**src/rtl/blk_clamp_pkg.sv**
```systemverilog
// Shared types for the black-level clamp loop.
// Assumes nothing beyond IEEE 1800-2017.
package blk_clamp_pkg;

    // Loop gain state of the feedback controller.
    typedef enum logic {
        LOOP_NORMAL = 1'b0,
        LOOP_FAST   = 1'b1
    } loop_mode_e;

endpackage

```
**src/rtl/blk_ob_window.sv**
```systemverilog
// Optical-black window averager.
// After an active edge of the optical-black pulse, this module sums the
// samples taken at clocks WIN_START .. WIN_START+WIN_LEN-1 and emits their
// mean as a one-cycle measurement.
// Assumes WIN_LEN is a power of two, WIN_START >= 1 and that the pulse is
// wider than two clocks. Edges that arrive while the window is open are ignored.
module blk_ob_window #(
    parameter int SAMPLE_W  = 12,
    parameter int WIN_START = 5,
    parameter int WIN_LEN   = 8
) (
    input  logic                clk,
    input  logic                rst_n,
    input  logic [SAMPLE_W-1:0] sample_i,
    input  logic                ob_i,
    input  logic                ob_inv_i,
    output logic                meas_vld_o,
    output logic [SAMPLE_W-1:0] meas_o
);
    localparam int WIN_END = WIN_START + WIN_LEN - 1;
    localparam int CNT_W   = $clog2(WIN_END + 1);
    localparam int LOG_LEN = $clog2(WIN_LEN);
    localparam int SUM_W   = SAMPLE_W + LOG_LEN;

    logic             ob_act, ob_prev;
    logic [CNT_W-1:0] cnt_q;
    logic [SUM_W-1:0] sum_q, sum_full;
    logic             start, in_win, at_end;

    assign ob_act   = ob_i ^ ob_inv_i;
    assign start    = ob_act & ~ob_prev & (cnt_q == '0);
    assign in_win   = (cnt_q >= CNT_W'(WIN_START));
    assign at_end   = (cnt_q == CNT_W'(WIN_END));
    assign sum_full = sum_q + SUM_W'(sample_i);

    // Remember the previous pulse level for edge detection.
    always_ff @(posedge clk) begin
        if (!rst_n) ob_prev <= 1'b0;
        else        ob_prev <= ob_act;
    end

    // Position counter: 0 when idle, otherwise clocks since the edge.
    always_ff @(posedge clk) begin
        if (!rst_n)             cnt_q <= '0;
        else if (start)         cnt_q <= CNT_W'(1);
        else if (at_end)        cnt_q <= '0;
        else if (cnt_q != '0)   cnt_q <= cnt_q + CNT_W'(1);
    end

    // Accumulate the samples that fall inside the window.
    always_ff @(posedge clk) begin
        if (!rst_n)      sum_q <= '0;
        else if (at_end) sum_q <= '0;
        else if (in_win) sum_q <= sum_full;
    end

    // Emit the window mean one cycle after the last sample.
    always_ff @(posedge clk) begin
        if (!rst_n) begin
            meas_vld_o <= 1'b0;
            meas_o     <= '0;
        end else begin
            meas_vld_o <= at_end;
            if (at_end) meas_o <= sum_full[SUM_W-1:LOG_LEN];
        end
    end

    // an open window advances by one each clock, regardless of new edges.
    a_r4_no_restart: assert property (@(posedge clk) disable iff (!rst_n)
        (cnt_q != '0 && !at_end) |=> (cnt_q == $past(cnt_q) + CNT_W'(1)));

    // the window closes only after its full length.
    a_r2_full_window: assert property (@(posedge clk) disable iff (!rst_n)
        meas_vld_o |-> ($past(cnt_q) == CNT_W'(WIN_END)));

endmodule

```
**src/rtl/blk_line_avg.sv**
```systemverilog
// Line averager.
// Passes each line measurement straight through, or, when enabled, emits the
// mean of LINES consecutive measurements once every LINES lines.
// Assumes LINES is a power of two and at least 2. Clearing the enable drops
// any partial group.
module blk_line_avg #(
    parameter int SAMPLE_W = 12,
    parameter int LINES    = 4
) (
    input  logic                clk,
    input  logic                rst_n,
    input  logic                avg_en_i,
    input  logic                meas_vld_i,
    input  logic [SAMPLE_W-1:0] meas_i,
    output logic                blk_vld_o,
    output logic [SAMPLE_W-1:0] blk_o
);
    localparam int LOG = $clog2(LINES);
    localparam int AW  = SAMPLE_W + LOG;

    logic [LOG-1:0] lc_q;
    logic [AW-1:0]  lsum_q, lsum_full;
    logic           grp_last;

    assign lsum_full = lsum_q + AW'(meas_i);
    assign grp_last  = (lc_q == LOG'(LINES - 1));

    // Collect measurements and release one black level per group.
    always_ff @(posedge clk) begin
        if (!rst_n) begin
            lc_q      <= '0;
            lsum_q    <= '0;
            blk_vld_o <= 1'b0;
            blk_o     <= '0;
        end else begin
            blk_vld_o <= 1'b0;
            if (!avg_en_i) begin
                lc_q   <= '0;
                lsum_q <= '0;
                if (meas_vld_i) begin
                    blk_vld_o <= 1'b1;
                    blk_o     <= meas_i;
                end
            end else if (meas_vld_i) begin
                if (grp_last) begin
                    blk_vld_o <= 1'b1;
                    blk_o     <= lsum_full[AW-1:LOG];
                    lc_q      <= '0;
                    lsum_q    <= '0;
                end else begin
                    lc_q   <= lc_q + LOG'(1);
                    lsum_q <= lsum_full;
                end
            end
        end
    end

    // an evaluation is only released right after a measurement.
    a_r11_out_after_meas: assert property (@(posedge clk) disable iff (!rst_n)
        blk_vld_o |-> $past(meas_vld_i));

endmodule

```
**src/rtl/blk_corr_loop.sv**
```systemverilog
// Correction integrator with fast-acquisition control.
// For each evaluated black level, this module forms the error against the
// programmed target, scales it into a step, and adds the step to a
// saturating signed correction. A gain-change strobe enables a multiplied
// step until the error has stayed within FAST_THRESH for a selected number
// of evaluations.
// Assumes that evaluations are at least two cycles apart.
module blk_corr_loop
    import blk_clamp_pkg::*;
#(
    parameter int SAMPLE_W    = 12,
    parameter int CORR_W      = 12,
    parameter int STEP_SHIFT  = 4,
    parameter int FAST_THRESH = 64,
    parameter int TGT_BASE    = 56,
    parameter int TGT_STEP    = 8,
    parameter int TGT_W       = 5
) (
    input  logic                     clk,
    input  logic                     rst_n,
    input  logic                     blk_vld_i,
    input  logic [SAMPLE_W-1:0]      blk_i,
    input  logic [TGT_W-1:0]         target_sel_i,
    input  logic [1:0]               mult_sel_i,
    input  logic [1:0]               exit_sel_i,
    input  logic                     gain_chg_i,
    output logic signed [CORR_W-1:0] corr_o,
    output logic                     fast_o,
    output logic                     update_o
);
    localparam int EW = SAMPLE_W + 2;
    localparam int SW = EW + 4;
    localparam int AW = SW + 1;
    localparam logic signed [EW-1:0] THR_P  = EW'(FAST_THRESH);
    localparam logic signed [EW-1:0] THR_N  = -THR_P;
    localparam logic signed [AW-1:0] CMAX_A = AW'(2 ** (CORR_W - 1) - 1);
    localparam logic signed [AW-1:0] CMIN_A = -CMAX_A - AW'(1);

    loop_mode_e                mode_q;
    logic [3:0]                calm_q, lines_need;
    logic signed [EW-1:0]      tgt_s, blk_s, err_s, err_shr;
    logic signed [SW-1:0]      base_step, step_s;
    logic signed [AW-1:0]      sum_s;
    logic signed [CORR_W-1:0]  corr_next;
    logic                      err_big, calm_done;

    assign fast_o     = (mode_q == LOOP_FAST);
    assign tgt_s      = $signed(EW'(TGT_BASE + TGT_STEP * int'(target_sel_i)));
    assign blk_s      = $signed({2'b00, blk_i});
    assign err_s      = tgt_s - blk_s;
    assign err_big    = (err_s > THR_P) || (err_s < THR_N);
    assign lines_need = 4'd1 << exit_sel_i;
    assign calm_done  = ((calm_q + 4'd1) >= lines_need);

    // Scale the error into a step, multiplied while in fast mode.
    always_comb begin
        err_shr   = err_s >>> STEP_SHIFT;
        base_step = {{(SW - EW){err_shr[EW-1]}}, err_shr};
        step_s    = fast_o ? (base_step <<< (3'(mult_sel_i) + 3'd1)) : base_step;
    end

    // Add the step to the correction and clip to the signed range.
    always_comb begin
        sum_s = {{(AW - CORR_W){corr_o[CORR_W-1]}}, corr_o} + {step_s[SW-1], step_s};
        if (sum_s > CMAX_A)      corr_next = CMAX_A[CORR_W-1:0];
        else if (sum_s < CMIN_A) corr_next = CMIN_A[CORR_W-1:0];
        else                     corr_next = sum_s[CORR_W-1:0];
    end

    // Register the correction once per evaluation.
    always_ff @(posedge clk) begin
        if (!rst_n) begin
            corr_o   <= '0;
            update_o <= 1'b0;
        end else begin
            update_o <= blk_vld_i;
            if (blk_vld_i) corr_o <= corr_next;
        end
    end

    // Enter fast mode on a gain change, and leave it after enough calm evaluations.
    always_ff @(posedge clk) begin
        if (!rst_n) begin
            mode_q <= LOOP_NORMAL;
            calm_q <= '0;
        end else if (gain_chg_i) begin
            mode_q <= LOOP_FAST;
            calm_q <= '0;
        end else if (blk_vld_i && fast_o) begin
            if (err_big) begin
                calm_q <= '0;
            end else if (calm_done) begin
                mode_q <= LOOP_NORMAL;
                calm_q <= '0;
            end else begin
                calm_q <= calm_q + 4'd1;
            end
        end
    end

    // the correction moves only in update cycles.
    a_r6_corr_hold: assert property (@(posedge clk) disable iff (!rst_n)
        !update_o |-> $stable(corr_o));

    // a gain strobe always leads to fast mode.
    a_r8_fast_entry: assert property (@(posedge clk) disable iff (!rst_n)
        gain_chg_i |=> fast_o);

    // a large error never ends fast mode.
    a_r9_stay_fast: assert property (@(posedge clk) disable iff (!rst_n)
        (fast_o && blk_vld_i && err_big) |=> fast_o);

    // fast mode only ends at an evaluation.
    a_r10_exit_on_eval: assert property (@(posedge clk) disable iff (!rst_n)
        $fell(fast_o) |-> $past(blk_vld_i));

endmodule

```
**src/rtl/blk_clamp_loop.sv**
```systemverilog
// Top level of the black-level clamp loop.
// Chain: window averager -> optional four-line averager -> correction loop.
// Assumes all register-field inputs are static while a line is processed.
module blk_clamp_loop #(
    parameter int SAMPLE_W    = 12,
    parameter int CORR_W      = 12,
    parameter int WIN_START   = 5,
    parameter int WIN_LEN     = 8,
    parameter int AVG_LINES   = 4,
    parameter int STEP_SHIFT  = 4,
    parameter int FAST_THRESH = 64,
    parameter int TGT_BASE    = 56,
    parameter int TGT_STEP    = 8,
    parameter int TGT_W       = 5
) (
    input  logic                     clk,
    input  logic                     rst_n,
    input  logic [SAMPLE_W-1:0]      sample_i,
    input  logic                     ob_pulse_i,
    input  logic                     ob_low_act_i,
    input  logic                     gain_chg_i,
    input  logic [TGT_W-1:0]         target_sel_i,
    input  logic [1:0]               fast_mult_sel_i,
    input  logic [1:0]               exit_lines_sel_i,
    input  logic                     avg4_en_i,
    output logic signed [CORR_W-1:0] corr_o,
    output logic                     fast_o,
    output logic                     update_o
);
    logic                meas_vld, blk_vld;
    logic [SAMPLE_W-1:0] meas, blk;

    blk_ob_window #(
        .SAMPLE_W  (SAMPLE_W),
        .WIN_START (WIN_START),
        .WIN_LEN   (WIN_LEN)
    ) u_window (
        .clk        (clk),
        .rst_n      (rst_n),
        .sample_i   (sample_i),
        .ob_i       (ob_pulse_i),
        .ob_inv_i   (ob_low_act_i),
        .meas_vld_o (meas_vld),
        .meas_o     (meas)
    );

    blk_line_avg #(
        .SAMPLE_W (SAMPLE_W),
        .LINES    (AVG_LINES)
    ) u_lines (
        .clk        (clk),
        .rst_n      (rst_n),
        .avg_en_i   (avg4_en_i),
        .meas_vld_i (meas_vld),
        .meas_i     (meas),
        .blk_vld_o  (blk_vld),
        .blk_o      (blk)
    );

    blk_corr_loop #(
        .SAMPLE_W    (SAMPLE_W),
        .CORR_W      (CORR_W),
        .STEP_SHIFT  (STEP_SHIFT),
        .FAST_THRESH (FAST_THRESH),
        .TGT_BASE    (TGT_BASE),
        .TGT_STEP    (TGT_STEP),
        .TGT_W       (TGT_W)
    ) u_loop (
        .clk          (clk),
        .rst_n        (rst_n),
        .blk_vld_i    (blk_vld),
        .blk_i        (blk),
        .target_sel_i (target_sel_i),
        .mult_sel_i   (fast_mult_sel_i),
        .exit_sel_i   (exit_lines_sel_i),
        .gain_chg_i   (gain_chg_i),
        .corr_o       (corr_o),
        .fast_o       (fast_o),
        .update_o     (update_o)
    );

endmodule

```
**config.mk**
```make
export PLATFORM = sky130hd
export DESIGN_NAME = blk_clamp_loop
export DESIGN_NICKNAME = d
export VERILOG_FILES = /design/src/rtl/blk_clamp_pkg.sv /design/src/rtl/blk_ob_window.sv /design/src/rtl/blk_line_avg.sv /design/src/rtl/blk_corr_loop.sv /design/src/rtl/blk_clamp_loop.sv
export SDC_FILE = /design/constraint.sdc
export NUM_CORES = 1
export LEC_CHECK = 0
export ABC_AREA = 1
export BUFFER_PORTS_ARGS = -buffer_cell sky130_fd_sc_hd__clkbuf_2
export CAP_MARGIN = 0
export CELL_PAD_IN_SITES_DETAIL_PLACEMENT = 2
export CELL_PAD_IN_SITES_GLOBAL_PLACEMENT = 2
export CORE_MARGIN = 2
export CORE_UTILIZATION = 34
export CTS_CLUSTER_SIZE = 40
export DETAILED_ROUTE_END_ITERATION = 10
export HOLD_SLACK_MARGIN = 0.05
export PLACE_DENSITY_LB_ADDON = 0.1
export RECOVER_POWER = 25
export SLEW_MARGIN = 5
export SYNTH_ARGS = -nofsm -noshare
export SYNTH_HDL_FRONTEND = slang
export SYNTH_SLANG_ARGS = --single-unit
```
**constraint.sdc**
```tcl
create_clock -name clk -period 4.24 [get_ports clk]
set_clock_uncertainty 0.2 [all_clocks]
set_input_delay 0.424 -clock clk [delete_from_list [all_inputs] [get_ports clk]]
set_output_delay 0.424 -clock clk [all_outputs]
set_load 0.005 [all_outputs]
```
## Yosys cells after proc, flatten, opt, wreduce, memory -nomap -nowiden

Index checks and enable logic that the tools add are counted.

| word-level totals | value |
|---|---|
| register bits after elaboration | 80 |
| output and inout bits | 14 |

| cells by class | value |
|---|---|
| $add $sub $neg | 9 |
| magnitude comparators | 6 |
| equal/unequal tests | 4 |
| shift operators | 2 |
| mux-type cells | 22 |
| bitwise gates (word level) | 5 |
| reductions and logical operators | 13 |

Operators by type and width:

| cell | count |
|---|---|
| $mux 12 | 6 |
| $add 12x18->19 | 1 |
| $gt 19x12->1 const B | 1 |
| $lt 19x12->1 const B | 1 |
| $mux 18 | 1 |
| $sshl 10x3->18 | 1 |
| $add 15x12->15 | 1 |
| $add 14x12->14 | 1 |
| $gt 14x8->1 const B | 1 |
| $lt 14x7->1 const B | 1 |
| $mux 14 | 1 |
| $sub 9x12->13 | 1 |
| $mux 1 | 11 |
| $add 6x8->9 const A | 1 |
| $add 4x1->4 const B | 2 |
| $mux 4 | 2 |
| $eq 4x4->1 const B | 1 |
| $ge 4x3->1 const B | 1 |
| $ge 4x4->1 | 1 |
| $logic_not 4->1 | 1 |
| $reduce_and 2->1 | 2 |
| $reduce_bool 2->1 | 2 |
| $reduce_bool 4->1 | 1 |
| $reduce_or 2->1 | 2 |
| other kinds (15) | 17 |

## Depth between registers and ports, before layout

| depth | value |
|---|---|
| depth after elaboration | 8 |
| gate-level depth with buffers | 33 |
| gate-level depth less buffers | 32 |

## By module

Synthesis repeated with hierarchy kept, for this count alone.

| second synthesis, totals | value |
|---|---|
| cells, all modules | 1,137 |
| area, all modules | 6,880.3 sq um |

Modules (own cells, without submodules):

| module | instances | cells an instance | area each (sq um) | sequential area each (sq um) |
|---|---|---|---|---|
| blk_corr_loop | 1 | 517 | 2,890.3 | 360.3 |
| blk_ob_window | 1 | 330 | 2,117.0 | 660.6 |
| blk_line_avg | 1 | 290 | 1,873.0 | 580.6 |

## Least setup slack after synthesis

OpenSTA, ideal clock, no wires.

| timing | value |
|---|---|
| path type | input to register |
| from | input target_sel_i[2] |
| to | register u_loop.corr_o[1] |
| arrival time | 3.559 ns |
| path slack | 0.359 ns |
| stages | 29 |
| buffers on the path | 1 |
| path through | inv_1 ha_1 inv_1 ha_1 nand2_1 nand2_1 a21oi_1 nand2_1 nand2_1 nand2_1 nand2_1 nand2_1 o21ai_0 o21ai_0 a21oi_1 ha_1 nand2_1 inv_1 a21oi_2 nand2_2 nand2_1 nand2_1 nand2_1 nand2_1 nor2_1 nand3_1 a21oi_2 buf_6 a21oi_2 |

| between the ends | value |
|---|---|
| word-level cells in the longest chain between the ends | 8 |

Ends and longest elaborated chain:

| what | line | source |
|---|---|---|
| start, declared | blk_clamp_loop.sv:22 | `input logic [TGT_W-1:0] target_sel_i,` |
| $add 6x8->9 * | blk_corr_loop.sv:48 | `assign tgt_s = $signed(EW'(TGT_BASE + TGT_STEP * int'(target_sel_i)));` |
| $sub 9x12->13 * | blk_corr_loop.sv:50 | `assign err_s = tgt_s - blk_s;` |
| $sshl 10x3->18 | blk_corr_loop.sv:59 | `step_s = fast_o ? (base_step <<< (3'(mult_sel_i) + 3'd1)) : base_step;` |
| $mux 18 * | blk_corr_loop.sv:59 |  |
| $add 12x18->19 * | blk_corr_loop.sv:64 | `sum_s = {{(AW - CORR_W){corr_o[CORR_W-1]}}, corr_o} + {step_s[SW-1], step_s};` |
| $lt 19x12->1 | blk_corr_loop.sv:66 | `else if (sum_s < CMIN_A) corr_next = CMIN_A[CORR_W-1:0];` |
| $mux 12 | blk_corr_loop.sv:66 |  |
| $mux 12 * | blk_corr_loop.sv:65 | `if (sum_s > CMAX_A) corr_next = CMAX_A[CORR_W-1:0];` |
| end signal, assigned | blk_corr_loop.sv:77 | `if (blk_vld_i) corr_o <= corr_next;` |
| end, declared | blk_corr_loop.sv:27 | `output logic signed [CORR_W-1:0] corr_o,` |

Every way passes the cells marked *; elsewhere a longest branch is shown, timed or not.
A chain may end at the register's enable or synchronous reset.

## Worst setup path in the final report

| timing | value |
|---|---|
| from | register u_lines.blk_o[6] |
| to | register u_loop.corr_o[0] |

| between the ends | value |
|---|---|
| word-level cells in the longest chain between the ends | 7 |

Ends and longest elaborated chain:

| what | line | source |
|---|---|---|
| start, declared | blk_line_avg.sv:16 | `output logic [SAMPLE_W-1:0] blk_o` |
| start signal, assigned | blk_line_avg.sv:42 | `blk_o <= meas_i;` |
| start signal, assigned | blk_line_avg.sv:47 | `blk_o <= lsum_full[AW-1:LOG];` |
| $sub 9x12->13 * | blk_corr_loop.sv:50 |  |
| $sshl 10x3->18 | blk_corr_loop.sv:59 |  |
| $mux 18 * | blk_corr_loop.sv:59 |  |
| $add 12x18->19 * | blk_corr_loop.sv:64 |  |
| $lt 19x12->1 | blk_corr_loop.sv:66 |  |
| $mux 12 | blk_corr_loop.sv:66 |  |
| $mux 12 * | blk_corr_loop.sv:65 |  |

Marks and branches as above.

==> metrics <==
status complete, but fails checks; failing checks negative setup slack; syn_area_per_cell 6.57 sq um; drt wl/cell 20.7 um; largest net degree at the start of global routing 24; Routed WL 27000 um; FF+latch area 1610 sq um; critical path endpoint category flip-flop; later-pin clock latency in the skew report 0.35 ns; Fillers 2192; antenna cells 0; register area share after synthesis 25.3%; Worst path slowest cell dfxtp_2; vias per inst 5.28; Synth-to-Final Area Change 27.0%; Num CTS Buffers 9; DRC 0; max incr delay on CP 0.34 ns; Netlist cell types 43; clk root buf clkbuf_16; antenna violations before repair 0; asr flop ratio synth 0%; area of the multi-input gates 4550 sq um; maximum clock insertion buffer count 2; most frequent cells in the layout nand2_1, inv_1, a21oi_1; CTS tree yes; CTS sink count 80; Post-Syn Instances 966; FP Rows 49; reg-to-reg endpoint u_loop.corr_o[0]; Die Y 141 um; final net count 1164; clock group share of total power 36.0%; Detail Route Antenna Nets 0; Die X 141 um; IR drop worst, VDD 0.000199 V; largest family of logic cells by synthesized area simple AND/OR/NAND/NOR gates; P per Cell Area 268 nW/um^2; Final Hold Fails 0; DPL Wire Length 16800 um; PnR worst setup slack -0.447 ns; EDFF count, synth 0; Synthesized Nets 1058; count of final setup violators 12; most common cell after layout, fill and taps aside nand2_1; TNS Setup -4.17 ns; Worst Reg-to-Reg Cells 26; vias in the first global route 7432; global-route wire length before repair 37400 um; Crit Path Class flip-flop to flip-flop; gpl congestion 0.797; Max-Cap Viols 0; Simple-Gate Fraction of Synth Area 25.9%; non-filler cells, final 1305; post-synthesis adder-cell area fraction 13.2%; crit path max fanout 6; sw power 0.729 mW; die area 19800 sq um; DP Worst Slack -0.524 ns; post-synthesis compound-gate area fraction 20.0%; slew margin rel. 26.6%; final period utilization 111%; top_reg_cell synth dfxtp_1; Ports 41; post-synthesis register bit count 80; Worst setup SP type flip-flop; hold crit path type input pin to flip-flop; Critical Path AT 4.76 ns; hold path endpoint u_window.ob_prev; synth warn 0; Total Routing Usage GR 23.5%; H-Tree Depth 3; IO Port Bufs 40; flop2flop setup slack -0.45 ns; Initial Util 34.9%; routed vias 6896; GR Overflow Total 0; Seq pwr share 36.1%; Comb pwr share 27.9%; CORE AREA 18100 sq um; Detailed Route Iter0 Violations 274; Final Power 2.15 mW; f_max 0.213 GHz; LEAKAGE 3.88 nW; Worst Hold Depth 3; DRT Pass-1 Iters 4; Mapped Area 6340 sq um; fraction of synthesized area in multiplexers 0.158%; Critical R2R Launch u_lines.blk_o[6]; final critical-path required period 4.69 ns; Cells after DPL 1270; layout cells sized above 1 24.2%; CP most frequent cell nand2_1; hold buffer count at cts 0; worst endpoint required time 4.32 ns; sw frac 33.8%; worst slew pin tran 1.10 ns; RSZ-0062 raised after global routing yes; hold_sp ob_pulse_i; Slew Viols, Final 0; Worst-path clk slew 0.06 ns; Post-Synth XOR/XNOR Area 5.25%; P_int 1.43 mW
## worst max-delay path: cells and delay by family (launching register included)
family,cells,cell delay (ns)
buffers and inverters,2,0.18
DFF,1,0.34
and+or+nand+nor,16,1.96
adders and majority gates,3,0.74
AOI/OAI and AO/OA,5,1.18
## repair_timing
action | 4_1_cts | 5_1_grt
pin swaps | 36 | 59
setup buffers | 10 | 9
gates cloned | 1 | 1
endpoints found under the setup margin | 11 | 12
resized for setup | 56 | 70
## cell type report
type,instances,area share (%)
Clock inverter,4,0.373
Timing Repair Buffer,113,9.43
Sequential cell,80,20.0
Multi-Input combinational cell,717,56.4
Clock buffer,11,3.14
Inverter,151,7.04
Tap cell,229,3.56
## state kept, by name, indices dropped and copies added, names as in the netlist
signal and count:
u_loop.corr_o 12, u_window.cnt_q 4, u_loop.update_o 1, u_loop.fast_o 1
u_loop.calm_q 4, u_window.ob_prev 1, u_window.meas_o 12, u_window.sum_q 15
u_window.meas_vld_o 1, u_lines.lsum_q 14, u_lines.blk_vld_o 1, u_lines.blk_o 12
u_lines.lc_q 2
## synth_stat cells (all sizes together), types with 3 or more instances
| library cell | number | area [sq um] |
|---|---|---|
| a21oi | 107 | 596 |
| a22o | 3 | 26.3 |
| buf | 3 | 26.3 |
| clkbuf | 16 | 60.1 |
| dfxtp | 80 | 1600 |
| fa | 3 | 60.1 |
| ha | 62 | 776 |
| inv | 149 | 559 |
| nand2 | 273 | 1050 |
| nand3 | 43 | 225 |
| nand3b | 4 | 30.0 |
| nand4 | 4 | 25.0 |
| nor2 | 49 | 189 |
| nor3 | 12 | 80.1 |
| o211ai | 6 | 45.0 |
| o21ai | 70 | 358 |
| o21bai | 15 | 113 |
| o22ai | 8 | 50.1 |
| or2 | 5 | 31.3 |
| xnor2 | 12 | 105 |
| xor2 | 26 | 228 |
## power by group through the flow
stage	combinational, mW	clock [mW]	sequential, mW
2_1_floorplan	0.293	0	0.790
3_3_place_gp	0.454	0	0.795
3_5_place_dp	0.469	0	0.796
4_1_cts	0.514	0.781	0.779
5_1_grt	0.657	0.811	0.780
6_report	0.602	0.774	0.778
## how the worst max path moves through the flow
stage,startpoint,end,slack (ns),cells after the start
finish,u_lines.blk_o[6],u_loop.corr_o[0],-0.45,26
global route,u_lines.blk_o[6],u_loop.corr_o[0],-0.60,31
CTS,u_lines.blk_o[4],u_loop.corr_o[7],-0.001,29
detailed placement,target_sel_i[2],u_loop.corr_o[0],-0.52,30
global placement,target_sel_i[2],u_loop.corr_o[0],-0.38,30
floorplan,target_sel_i[2],u_loop.corr_o[1],0.36,29
## routing by layer
metal  vias to the layer above  track usage (%)  routed length, um
li1                       3350                -                  -
met1                      3392             28.9              11800
met2                       103             44.0              13800
met3                        51             2.96                582
met4                         0             4.74                832
met5                         -                0                  0
## metrics by stage
stage               area (sq um)  utilization, %  hold WS [ns]
finish                      8050            44.4         0.168
CTS                         7750            42.7         0.163
detailed placement          7160            39.5         0.262
floorplan                   6340               -         0.243
global placement            7160            39.5         0.255
global route                8050            44.4         0.197
## cells by family (layout without fill, tap and decap cells)
| logic type | after synthesis | count (layout) |
|---|---|---|
| AOI/OAI and AO/OA | 220 | 220 |
| DFF | 80 | 80 |
| adders and majority gates | 65 | 65 |
| xor gates and xnor gates | 38 | 38 |
| buffers and inverters | 170 | 279 |
| and+or+nand+nor | 392 | 393 |
| muxes | 1 | 1 |
No activity file was read; power rests on OpenSTA's default activity.
